`config.mk`:
```
export PLATFORM = sky130hd
export DESIGN_NAME = mtr_bank
export DESIGN_NICKNAME = d
export VERILOG_FILES = /design/src/rtl/mtr_pkg.sv /design/src/rtl/mtr_addr_decode.sv /design/src/rtl/mtr_write_check.sv /design/src/rtl/mtr_store.sv /design/src/rtl/mtr_bank.sv
export SDC_FILE = /design/constraint.sdc
export NUM_CORES = 2
export LEC_CHECK = 0
export ABC_CLOCK_PERIOD_IN_PS = 1900
export BUFFER_PORTS_ARGS = -buffer_cell sky130_fd_sc_hd__buf_4
export CAP_MARGIN = 20
export CORE_AREA = 5 5 755 757
export DETAILED_ROUTE_END_ITERATION = 8
export DIE_AREA = 0 0 760 762
export MAX_ROUTING_LAYER = met4
export SLEW_MARGIN = 20
export SYNTH_ARGS = -nofsm -noshare
export SYNTH_HDL_FRONTEND = slang
export SYNTH_SLANG_ARGS = --single-unit
```
`constraint.sdc`:
```
create_clock -name clk -period 1.9 [get_ports clk]
set_input_delay 0.285 -clock clk [delete_from_list [all_inputs] [get_ports clk]]
set_output_delay 0.285 -clock clk [all_outputs]
set_load 0.005 [all_outputs]
```
`src/rtl/mtr_pkg.sv`:
```
package mtr_pkg;

  localparam int ADDR_W   = 12;
  localparam int DATA_W   = 64;
  localparam int FIX_REGS = 11;

  typedef enum logic [2:0] {
    RC_NONE, RC_DEF, RC_PAT, RC_FIX, RC_VBASE, RC_VMASK, RC_SPARE
  } reg_class_e;

  localparam logic [ADDR_W-1:0] A_VAR0  = 12'h200;
  localparam logic [ADDR_W-1:0] A_FIX64 = 12'h250;
  localparam logic [ADDR_W-1:0] A_FIX16 = 12'h258;
  localparam logic [ADDR_W-1:0] A_FIX4  = 12'h268;
  localparam logic [ADDR_W-1:0] A_PAT   = 12'h277;
  localparam logic [ADDR_W-1:0] A_SPARE = 12'h2F8;
  localparam logic [ADDR_W-1:0] A_DEF   = 12'h2FF;

  localparam logic [DATA_W-1:0] DEF_KEEP = 64'hCFF;

  // Caching-type encodings legal in range registers.
  function automatic logic mem_type_ok(input logic [7:0] t);
    return t inside {8'd0, 8'd1, 8'd4, 8'd5, 8'd6};
  endfunction

  // Attribute encodings: range types plus 7.
  function automatic logic attr_type_ok(input logic [7:0] t);
    return mem_type_ok(t) || (t == 8'd7);
  endfunction

  function automatic logic all_mem_bytes(input logic [DATA_W-1:0] d);
    logic ok;
    ok = 1'b1;
    for (int b = 0; b < DATA_W/8; b++)
      if (!mem_type_ok(d[8*b +: 8])) ok = 1'b0;
    return ok;
  endfunction

  function automatic logic all_attr_bytes(input logic [DATA_W-1:0] d);
    logic ok;
    ok = 1'b1;
    for (int b = 0; b < DATA_W/8; b++)
      if (!attr_type_ok(d[8*b +: 8])) ok = 1'b0;
    return ok;
  endfunction

  // Bits at and above the physical address width.
  function automatic logic [DATA_W-1:0] above_pa(input int paw);
    return (paw >= DATA_W) ? '0 : (~64'd0 << paw);
  endfunction

endpackage

```
`src/rtl/mtr_addr_decode.sv`:
```
module mtr_addr_decode
  import mtr_pkg::*;
#(
  parameter int NUM_VAR = 8,
  parameter int VIDX_W  = 3
) (
  input  logic [ADDR_W-1:0] addr,
  output reg_class_e        cls,
  output logic [3:0]        fix_idx,
  output logic [VIDX_W-1:0] var_idx
);

  localparam logic [ADDR_W-1:0] VAR_SPAN = ADDR_W'(2 * NUM_VAR);

  logic [ADDR_W-1:0] var_off;
  logic [ADDR_W-1:0] fix4_off;
  logic              in_var;

  assign var_off  = addr - A_VAR0;
  assign fix4_off = addr - A_FIX4;
  assign in_var   = (addr >= A_VAR0) && (var_off < VAR_SPAN);

  always_comb begin
    cls     = RC_NONE;
    fix_idx = '0;
    var_idx = VIDX_W'(var_off >> 1);
    if (addr == A_DEF)                           cls = RC_DEF;
    else if (addr == A_PAT)                      cls = RC_PAT;
    else if (addr == A_SPARE)                    cls = RC_SPARE;
    else if (addr == A_FIX64) begin              cls = RC_FIX; fix_idx = 4'd0; end
    else if (addr == A_FIX16) begin              cls = RC_FIX; fix_idx = 4'd1; end
    else if (addr == A_FIX16 + 12'd1) begin      cls = RC_FIX; fix_idx = 4'd2; end
    else if (addr >= A_FIX4 && fix4_off < 12'd8) begin
      cls     = RC_FIX;
      fix_idx = 4'(fix4_off) + 4'd3;
    end
    else if (in_var)                             cls = var_off[0] ? RC_VMASK : RC_VBASE;
  end

endmodule

```
`src/rtl/mtr_write_check.sv`:
```
module mtr_write_check
  import mtr_pkg::*;
#(
  parameter int PA_W = 36
) (
  input  reg_class_e        cls,
  input  logic [DATA_W-1:0] wdata,
  output logic              legal
);

  localparam logic [DATA_W-1:0] HI_MASK = above_pa(PA_W);

  logic high_clear;
  assign high_clear = (wdata & HI_MASK) == '0;

  always_comb begin
    unique case (cls)
      RC_DEF:   legal = ((wdata & ~DEF_KEEP) == '0) && mem_type_ok(wdata[7:0]);
      RC_PAT:   legal = all_attr_bytes(wdata);
      RC_FIX:   legal = all_mem_bytes(wdata);
      RC_VBASE: legal = mem_type_ok(wdata[7:0]) && (wdata[11:8] == 4'd0) && high_clear;
      RC_VMASK: legal = (wdata[10:0] == 11'd0) && high_clear;
      RC_SPARE: legal = 1'b1;
      default:  legal = 1'b0;
    endcase
  end

endmodule

```
`src/rtl/mtr_store.sv`:
```
module mtr_store
  import mtr_pkg::*;
#(
  parameter int NUM_VAR = 8,
  parameter int PA_W    = 36,
  parameter int VIDX_W  = 3
) (
  input  logic                        clk,
  input  logic                        rst_n,
  input  logic                        commit,
  input  reg_class_e                  cls,
  input  logic [3:0]                  fix_idx,
  input  logic [VIDX_W-1:0]           var_idx,
  input  logic [DATA_W-1:0]           wdata,
  output logic [DATA_W-1:0]           rd_value,
  output logic                        glob_en,
  output logic                        fix_en,
  output logic [7:0]                  def_type,
  output logic [FIX_REGS*DATA_W-1:0]  fix_flat,
  output logic [DATA_W-1:0]           pat,
  output logic [NUM_VAR*DATA_W-1:0]   vb_flat,
  output logic [NUM_VAR*DATA_W-1:0]   vm_flat
);

  localparam logic [DATA_W-1:0] HI_MASK = above_pa(PA_W);

  logic [DATA_W-1:0] fix_q [FIX_REGS];
  logic [DATA_W-1:0] vb_q  [NUM_VAR];
  logic [DATA_W-1:0] vm_q  [NUM_VAR];
  logic [DATA_W-1:0] pat_q;
  logic [7:0]        def_q;
  logic              ge_q, fe_q;

  always_ff @(posedge clk or negedge rst_n) begin
    if (!rst_n) begin
      for (int k = 0; k < FIX_REGS; k++) fix_q[k] <= '0;
      for (int i = 0; i < NUM_VAR; i++) begin
        vb_q[i] <= '0;
        vm_q[i] <= '0;
      end
      pat_q <= '0;
      def_q <= '0;
      ge_q  <= 1'b0;
      fe_q  <= 1'b0;
    end else if (commit) begin
      unique case (cls)
        RC_DEF: begin
          def_q <= wdata[7:0];
          ge_q  <= wdata[11];
          fe_q  <= wdata[10];
        end
        RC_PAT:   pat_q            <= wdata;
        RC_FIX:   fix_q[fix_idx]   <= wdata;
        RC_VBASE: vb_q[var_idx]    <= wdata;
        RC_VMASK: vm_q[var_idx]    <= wdata;
        default:  ;
      endcase
    end
  end

  always_comb begin
    unique case (cls)
      RC_DEF:   rd_value = {52'd0, ge_q, fe_q, 2'b00, def_q};
      RC_PAT:   rd_value = pat_q;
      RC_FIX:   rd_value = fix_q[fix_idx];
      RC_VBASE: rd_value = vb_q[var_idx];
      RC_VMASK: rd_value = vm_q[var_idx];
      default:  rd_value = '0;
    endcase
  end

  assign glob_en  = ge_q;
  assign fix_en   = fe_q;
  assign def_type = def_q;
  assign pat      = pat_q;

  for (genvar k = 0; k < FIX_REGS; k++) begin : g_fix
    assign fix_flat[k*DATA_W +: DATA_W] = fix_q[k];
    a_r4_fix_bytes_legal: assert property (@(posedge clk) disable iff (!rst_n)
      all_mem_bytes(fix_q[k]));
  end

  for (genvar i = 0; i < NUM_VAR; i++) begin : g_var
    assign vb_flat[i*DATA_W +: DATA_W] = vb_q[i];
    assign vm_flat[i*DATA_W +: DATA_W] = vm_q[i];
    a_r6_base_reserved_clear: assert property (@(posedge clk) disable iff (!rst_n)
      (vb_q[i][11:8] == 4'd0) && ((vb_q[i] & HI_MASK) == '0) && mem_type_ok(vb_q[i][7:0]));
    a_r7_mask_reserved_clear: assert property (@(posedge clk) disable iff (!rst_n)
      (vm_q[i][10:0] == 11'd0) && ((vm_q[i] & HI_MASK) == '0));
  end

  a_r3_default_type_legal: assert property (@(posedge clk) disable iff (!rst_n)
    mem_type_ok(def_q));
  a_r5_attr_bytes_legal: assert property (@(posedge clk) disable iff (!rst_n)
    all_attr_bytes(pat_q));

endmodule

```
`src/rtl/mtr_bank.sv`:
```
module mtr_bank
  import mtr_pkg::*;
#(
  parameter int NUM_VAR = 8,
  parameter int PA_W    = 36
) (
  input  logic                               clk,
  input  logic                               rst_n,
  input  logic                               req_valid,
  input  logic                               req_write,
  input  logic [11:0]                        req_addr,
  input  logic [63:0]                        req_wdata,
  output logic                               rsp_valid,
  output logic [63:0]                        rsp_rdata,
  output logic                               fault,
  output logic                               glob_en,
  output logic                               fix_en,
  output logic [7:0]                         def_type,
  output logic [mtr_pkg::FIX_REGS*64-1:0]    fix_types,
  output logic [63:0]                        pat_value,
  output logic [NUM_VAR*64-1:0]              var_base,
  output logic [NUM_VAR*64-1:0]              var_mask
);

  localparam int VIDX_W = (NUM_VAR > 1) ? $clog2(NUM_VAR) : 1;

  reg_class_e          cls;
  logic [3:0]          fix_idx;
  logic [VIDX_W-1:0]   var_idx;
  logic                wr_legal;
  logic                addr_known;
  logic [DATA_W-1:0]   rd_value;

  // Named request outcomes.
  logic wr_accept, wr_reject, rd_accept, rd_reject;

  mtr_addr_decode #(.NUM_VAR(NUM_VAR), .VIDX_W(VIDX_W)) u_dec (
    .addr    (req_addr),
    .cls     (cls),
    .fix_idx (fix_idx),
    .var_idx (var_idx)
  );

  mtr_write_check #(.PA_W(PA_W)) u_chk (
    .cls   (cls),
    .wdata (req_wdata),
    .legal (wr_legal)
  );

  assign addr_known = (cls != RC_NONE);
  assign wr_accept  = req_valid &&  req_write && addr_known && wr_legal;
  assign wr_reject  = req_valid &&  req_write && !(addr_known && wr_legal);
  assign rd_accept  = req_valid && !req_write && addr_known;
  assign rd_reject  = req_valid && !req_write && !addr_known;

  mtr_store #(.NUM_VAR(NUM_VAR), .PA_W(PA_W), .VIDX_W(VIDX_W)) u_store (
    .clk      (clk),
    .rst_n    (rst_n),
    .commit   (wr_accept),
    .cls      (cls),
    .fix_idx  (fix_idx),
    .var_idx  (var_idx),
    .wdata    (req_wdata),
    .rd_value (rd_value),
    .glob_en  (glob_en),
    .fix_en   (fix_en),
    .def_type (def_type),
    .fix_flat (fix_types),
    .pat      (pat_value),
    .vb_flat  (var_base),
    .vm_flat  (var_mask)
  );

  logic              fault_q, rsp_valid_q;
  logic [DATA_W-1:0] rsp_rdata_q;

  always_ff @(posedge clk or negedge rst_n) begin
    if (!rst_n) begin
      fault_q     <= 1'b0;
      rsp_valid_q <= 1'b0;
      rsp_rdata_q <= '0;
    end else begin
      fault_q     <= wr_reject || rd_reject;
      rsp_valid_q <= rd_accept;
      if (rd_accept) rsp_rdata_q <= rd_value;
    end
  end

  assign fault     = fault_q;
  assign rsp_valid = rsp_valid_q;
  assign rsp_rdata = rsp_rdata_q;

  // a refused request leaves every stored field as it was.
  a_r8_reject_keeps_state: assert property (@(posedge clk) disable iff (!rst_n)
    fault |-> ($stable(pat_value) && $stable(def_type) && $stable(glob_en) && $stable(fix_en)
               && $stable(fix_types) && $stable(var_base) && $stable(var_mask)));
  a_r8_fault_follows_request: assert property (@(posedge clk) disable iff (!rst_n)
    fault |-> $past(req_valid));
  a_r9_no_response_with_fault: assert property (@(posedge clk) disable iff (!rst_n)
    !(fault && rsp_valid));
  a_r11_response_follows_read: assert property (@(posedge clk) disable iff (!rst_n)
    rsp_valid |-> $past(req_valid && !req_write));
  a_r12_attr_write_lands: assert property (@(posedge clk) disable iff (!rst_n)
    (wr_accept && cls == RC_PAT) |=> (pat_value == $past(req_wdata)));

endmodule

```
Word-level counts from Yosys, hierarchy flattened
Cells that the tools add are included.
{ "word_totals": {"register_bits": 1868, "input_bits": 80, "output_inout_bits": 1868, "word_cells": 203} }
{ "op_classes": {"add_sub_neg": 3, "order_cmp": 8, "n_eq_ne": 52, "muxes": 50, "n_bitwise": 2, "reduce_logical": 54} }
{ "op_table": {"columns": ["operator", "count"], "rows": [
  ["512-bit bitwise mux", 2],
  ["704-bit bitwise mux", 1],
  ["64-bit 2-to-1 mux", 8],
  ["64-bit binary-select mux with 3-bit select", 2],
  ["64-bit case mux with 5 select lines", 1],
  ["64-bit binary-select mux with 4-bit select", 1],
  ["64-bit demux with 4-bit select", 1],
  ["8-bit by 3-bit equality test with 1-bit output (second input constant)", 32],
  ["64-bit demux with 3-bit select", 1],
  ["64-bit logical NOT", 2],
  ["12-bit by 10-bit equality test with 1-bit output (second input constant)", 6],
  ["8-bit by 1-bit equality test with 1-bit output (second input constant)", 8],
  ["8-bit logical NOT", 8],
  ["5-bit nonzero test", 8],
  ["4-bit 2-to-1 mux", 7],
  ["12-bit by 10-bit >= comparator with 1-bit output (second input constant)", 2],
  ["3-bit 2-to-1 mux", 8],
  ["12-bit by 10-bit subtractor with 12-bit output (second input constant)", 2],
  ["1-bit 2-to-1 mux", 17],
  ["1-bit logical AND", 16],
  ["12-bit by 4-bit < comparator with 1-bit output (second input constant)", 1],
  ["12-bit by 5-bit < comparator with 1-bit output (second input constant)", 1],
  ["11-bit logical NOT", 1],
  ["2-bit AND reduction", 5],
  ["other kinds (15)", 28]
]} }

Longest topological paths before layout
{ "depth": {"depth_word": 17, "ltp_mapped": 18, "mapped_depth_nobuf": 11} }

Hierarchy
Synthesis repeated with hierarchy kept, for this count alone.
{ "unflattened": {"cells_unflattened": 6053, "hier_area_um2": 86402.9} }
{ "by_module_without_submodules": {"columns": ["module", "instances", "cells_per_inst", "area_each_um2", "seq_area_each_um2"], "rows": [
  ["mtr_store", 1, 5779, 82815.7, 45093.2],
  ["mtr_bank", 1, 143, 2673.8, 1651.6],
  ["mtr_addr_decode", 1, 74, 538.0, 0.0],
  ["mtr_write_check", 1, 57, 375.4, 0.0]
]} }

Worst setup path before layout
OpenSTA, ideal clock, no wires.
{ "synth_path": {"kind": "input to register", "from": "input port req_addr[0]", "to": "register u_store.fix_q (netlist bit u_store.fix_flat[265])", "t_arrival_ns": 4.311, "required_time_ns": 1.775, "slack_ns": -2.536, "cell_stages": 14, "n_path_buf": 5, "cell_sequence": "clkbuf_1 -> clkinv_1 -> clkbuf_1 -> clkbuf_1 -> buf_1 -> ha_1 -> nor4bb_1 -> o21ai_0 -> and2_1 -> nor3_1 -> o211ai_1 -> nor2_1 -> buf_2 -> mux2_2"} }
{ "synth_between": {"elab_chain_cells": 16, "word_cells_on_any_way": 49} }
{ "synth_rtl": {"columns": ["item", "line_no", "source"], "rows": [
  ["from (decl)", "mtr_bank.sv:11", "input logic [11:0] req_addr,"],
  ["12-bit by 10-bit subtractor with 12-bit output", "mtr_addr_decode.sv:20", "assign fix4_off = addr - A_FIX4;"],
  ["12-bit by 4-bit < comparator with 1-bit output", "mtr_addr_decode.sv:33", "else if (addr >= A_FIX4 && fix4_off < 12'd8) begin"],
  ["1-bit logical AND", "mtr_addr_decode.sv:33", null],
  ["4-bit 2-to-1 mux", "mtr_addr_decode.sv:33", null],
  ["4-bit 2-to-1 mux", "mtr_addr_decode.sv:32", "else if (addr == A_FIX16 + 12'd1) begin cls = RC_FIX; fix_idx = 4'd2; end"],
  ["4-bit 2-to-1 mux", "mtr_addr_decode.sv:31", "else if (addr == A_FIX16) begin cls = RC_FIX; fix_idx = 4'd1; end"],
  ["4-bit 2-to-1 mux", "mtr_addr_decode.sv:30", "else if (addr == A_FIX64) begin cls = RC_FIX; fix_idx = 4'd0; end"],
  ["4-bit 2-to-1 mux", "mtr_addr_decode.sv:29", "else if (addr == A_SPARE) cls = RC_SPARE;"],
  ["4-bit 2-to-1 mux", "mtr_addr_decode.sv:28", "else if (addr == A_PAT) cls = RC_PAT;"],
  ["4-bit 2-to-1 mux", "mtr_addr_decode.sv:27", "if (addr == A_DEF) cls = RC_DEF;"],
  ["4-bit NOT with 5-bit output (implied by the code)", "mtr_store.sv:53", "RC_FIX: fix_q[fix_idx] <= wdata;"],
  ["5-bit >= comparator (implied by the code) / 5-bit by 1-bit < comparator with 1-bit output (equally long branches)", "mtr_store.sv:53", null],
  ["1-bit logical AND (implied by the code)", "mtr_store.sv:53", null],
  ["64-bit 2-to-1 mux (implied by the code)", "mtr_store.sv:53", null],
  ["64-bit demux with 4-bit select", "mtr_store.sv:53", null],
  ["704-bit bitwise mux", "mtr_store.sv:53", null],
  ["to (signal, indexed assignment)", "mtr_store.sv:53", null],
  ["to (decl)", "mtr_store.sv:27", "logic [DATA_W-1:0] fix_q [FIX_REGS];"]
]} }
Parallel ways exist; a longest one is shown, timed or not.
A chain may end at the register's enable or synchronous reset.

Worst setup path after layout
{ "layout_path": {"from": "input port req_addr[3]", "to": "register rsp_rdata_q[42], in the netlist rsp_rdata[42]"} }
{ "layout_between": {"elab_chain_cells": 15, "word_cells_on_any_way": 49} }
{ "layout_rtl": {"columns": ["item", "line_no", "source"], "rows": [
  ["12-bit by 10-bit subtractor with 12-bit output", "mtr_addr_decode.sv:20", null],
  ["12-bit by 4-bit < comparator with 1-bit output", "mtr_addr_decode.sv:33", null],
  ["1-bit logical AND", "mtr_addr_decode.sv:33", null],
  ["4-bit 2-to-1 mux", "mtr_addr_decode.sv:33", null],
  ["4-bit 2-to-1 mux", "mtr_addr_decode.sv:32", null],
  ["4-bit 2-to-1 mux", "mtr_addr_decode.sv:31", null],
  ["4-bit 2-to-1 mux", "mtr_addr_decode.sv:30", null],
  ["4-bit 2-to-1 mux", "mtr_addr_decode.sv:29", null],
  ["4-bit 2-to-1 mux", "mtr_addr_decode.sv:28", null],
  ["4-bit 2-to-1 mux", "mtr_addr_decode.sv:27", null],
  ["4-bit NOT with 5-bit output (implied by the code)", "mtr_store.sv:65", "RC_FIX: rd_value = fix_q[fix_idx];"],
  ["64-bit binary-select mux with 4-bit select", "mtr_store.sv:65", null],
  ["64-bit 2-to-1 mux (implied by the code) (2 in a row)", "mtr_store.sv:65", null],
  ["64-bit case mux with 5 select lines", "mtr_store.sv:62", "unique case (cls)"],
  ["to (signal assigned)", "mtr_bank.sv:85", "if (rd_accept) rsp_rdata_q <= rd_value;"],
  ["to (decl)", "mtr_bank.sv:75", "logic [DATA_W-1:0] rsp_rdata_q;"]
]} }
Parallel ways exist; a longest one is shown, timed or not. The select of a mux whose other input is x is not followed.

==> flow_summary_export.csv <==
group,metric,value,unit
sta,fin_skew,0.124,ns
final_layout,final_cells,17700,
clocking,clkSlewWorstSetupHoldPaths,0.06,ns
final_layout,fill_cells,60300,
worst_setup_path,max_stage_delay,0.94,ns
placement,io_buffers,1947,
worst_setup_path,cp_slowest_cell,"nor4_1",
placement,dp_cells,16900,
global_routing,gr-usage-all-layers,22.0,%
final_layout,mostFrequentLayoutCells,"3349 x buf_4, 1868 x dfrtp_1, 822 x and2_1, 626 x mux2_2, 512 x o22ai_1",
placement,routabilityCongestion,0.947,
clocking,cts_max_level,4,
clocking,clockBufferDepth,4,
sta,finalMaxSlewViolations,0,
power,peakVddDrop,0.000835,V
floorplan,dieArea,579000,um^2
logic_synthesis,synth_seq_area_share,61.4,%
final_layout,final_nets,10000,
worst_setup_path,critPathArrivalTime,3.82,ns
worst_setup_path,critPathTopFamily,"buffers and inverters",
detailed_routing,wirelength,661000,um
clocking,clk_latency,0.97,ns
logic_synthesis,syn_area,76200,um^2
sta,grt_setup_unrepaired,"true",
sta,finalWorstSetupSlack,-1.13,ns
floorplan,die_h,762,um
logic_synthesis,async_reset_ff_share,100,%
final_layout,layout_commonest_cell,"buf_4",
worst_setup_path,ff2ff_setup_slack,-0.73,ns
sta,fmax,0.330,GHz
global_routing,antenna_found_initial,96,
logic_synthesis,ys_warn_count,0,
final_layout,syn_to_final_growth,70.3,%
placement,dpl.hpwl,519000,um
sta,fin_crit,3.03,ns
sta,finalSetupViolCount,2255,
global_routing,grt_max_degree,116,
worst_hold_path,hp-start,"req_wdata[26]",
worst_setup_path,end_kind,"flop",
sta,setup_tns,-1638.56,ns
clocking,cts_buffers,231,
floorplan,initial_core_util,13.5,%
sta,maxSlewHeadroom,24.6,%
power,cellLeakagePower,0.0654,uW
detailed_routing,ant_nets,0,
logic_synthesis,syn-num-nets,6377,
outcome,violations,"setup timing",
global_routing,grt_pass1_wl,813000,um
detailed_routing,vias,73100,
detailed_routing,wl_per_cell,37.4,um
worst_hold_path,min_path_type,"primary input to flop",
clocking,cts_sinks,1868,
worst_setup_path,cp_max_fo,21,
outcome,status,"complete, but fails checks",
sta,fin_crit_sh,159,%
floorplan,die_w,760,um
power,powerDensity,726,nW/um^2
detailed_routing,top_layer_used,"met4",
detailed_routing,wl_met2,300000,um
global_routing,grt_pass1_vias,71900,
worst_setup_path,critical_path_required,2.69,ns
sta,hold_viol,0,
clocking,cts_tree,"yes",
floorplan,io_pins,1948,
logic_synthesis,synth_cells,6290,
logic_synthesis,syn_area_per_cell,12.1,um^2
detailed_routing,drcViolationCount,0,
worst_setup_path,path_cells,"buf_12 > buf_4 > buf_6 > buf_8 > nor2b_1 > buf_4 > buf_4 > nand2_4 > buf_12 > buf_12 > o22ai_1 > nor4_1 > mux2_2 > a221oi_1 > buf_4 > nor2_1 > a31o_2",
final_layout,layout-drive-gt1-share,52.6,%
detailed_routing,drtIter0Drc,7608,
worst_setup_path,r2r_end,"rsp_rdata[42]",
worst_setup_path,worstReg2RegStart,"u_store.vm_flat[234]",
worst_setup_path,path_class,"primary input to flop",
floorplan,rows,276,
detailed_routing,route.met3.wl,56800,um
worst_hold_path,worstHoldPathCells,4,
worst_hold_path,whs_endpoint,"u_store.fix_flat[602]",
logic_synthesis,synth_flop_cell,"dfrtp_1",
logic_synthesis,synth_edf_count,0,
run,max_cap_viol_count,0,
worst_setup_path,start_kind,"primary input",
clocking,root_buffer,"clkbuf_16",
worst_setup_path,r2r_cells,7,
detailed_routing,wl_met1,257000,um
detailed_routing,firstDrtPassIters,8,
global_routing,overflow,0,
logic_synthesis,synth-seq-cells,1868,
floorplan,coreArea,563000,um^2
worst_setup_path,cp_num_buf_inv,9,
detailed_routing,vias_per_cell,4.13,
logic_synthesis,ys_types,73,
worst_setup_path,crit_top_cell,"buf_4",
sta,worst_pin_slew,1.12,ns
## cells by family (layout without fill, tap and decap cells)
family,Yosys count,in the layout,share of synthesized area [%]
AND/OR/NAND/NOR,2019,2019,14.7
flip-flops,1868,1868,61.4
AO/OA/AOI/OAI,1051,1051,9.04
multiplexers,819,819,12.1
buffers and inverters,521,4340,2.67
adder cells (fa/ha/maj),7,7,0.115
XOR/XNOR,5,5,0.0575
other,0,59,0
## tightest hold or removal path, stage by stage
cell and delay (ns):
buf_4 0.21, buf_4 0.16, buf_4 0.16, mux2_4 0.15
## registers in the layout, indices dropped and copies added, names as in the netlist
register and flops:
rsp_valid 1, rsp_rdata 64, u_store.glob_en 1, u_store.fix_en 1, fault 1, u_store.fix_flat 704, u_store.vm_flat 512, u_store.pat 64
u_store.def_type 8, u_store.vb_flat 512
## cells in the mapped netlist (23+ instances only)
library cell	instances	share of area (%)
nand2_1	434	2.1
a21oi_1	92	0.60
and2_1	894	7.3
a211oi_1	49	0.48
o22ai_1	519	4.3
dfrtp_1	1868	61
o211ai_1	50	0.49
a221oi_1	23	0.26
o31ai_1	40	0.39
nor4_1	144	1.2
nor2_1	106	0.52
nand3_1	137	0.90
buf_2	31	0.20
clkbuf_1	419	2.1
mux2i_1	92	1.2
nor2b_1	207	1.7
buf_1	46	0.23
mux2_2	707	10
o21ai_0	117	0.77
## worst max path at each step
stage / start / endpoint / slack [ns] / cells past startpoint
global placement: req_addr[4] / rsp_rdata[18] / -3.00 / 15
CTS: req_addr[4] / rsp_rdata[35] / -1.08 / 13
global route: req_addr[4] / rsp_rdata[35] / -1.10 / 15
floorplan: req_addr[3] / u_store.fix_flat[137] / -1.65 / 15
detailed placement: req_addr[4] / rsp_rdata[54] / -2.66 / 16
finish: req_addr[3] / rsp_rdata[42] / -1.13 / 17
## per-stage QoR
stage               hold WS (ns)  setup WS (ns)  util [%]  power, uW  area (um^2)
detailed placement         0.217          -2.66      20.4      47700       115000
floorplan                -0.0106          -1.65         -      42200        76500
finish                    0.0910          -1.13      23.0      94200       130000
global route              0.0338          -1.10      23.0      97000       130000
global placement           0.216          -3.00      20.4      47700       115000
CTS                      0.00997          -1.08      22.6      95300       127000
## routing by layer
metal  global-route usage (%)  vias up
met5                        -        -
li1                         -    29800
met3                     6.32      960
met2                     34.3     4072
met1                     25.7    38200
met4                     11.6        0
## layout make-up
cell class	count	area, um^2	share of cell area [%]
sequential	1868	46700	36.0
multi-input combinational	3901	29800	23.0
timing repair buffer	3897	35600	27.4
tap	7506	9390	7.24
inverter	20	100	0.0772
clock buffer	326	6650	5.13
antenna	59	148	0.114
clock inverter	97	1300	1.00
## report_power, final
group / internal (uW) / switching, uW
Clock: 27200 / 19900
Combinational: 2290 / 4700
Sequential: 39900 / 182
## repair_timing
| action | in CTS | in global routing |
|---|---|---|
| buffers inserted | 119 | 83 |
| hold buffers | 28 | 0 |
| hold endpoints to repair | 1694 | 0 |
| cloned | 44 | 33 |
| gates resized for setup | 342 | 295 |
| pin swaps | 77 | 72 |
| endpoints found under the setup margin | 3184 | 2972 |
No activity file was read; power rests on OpenSTA's default activity.
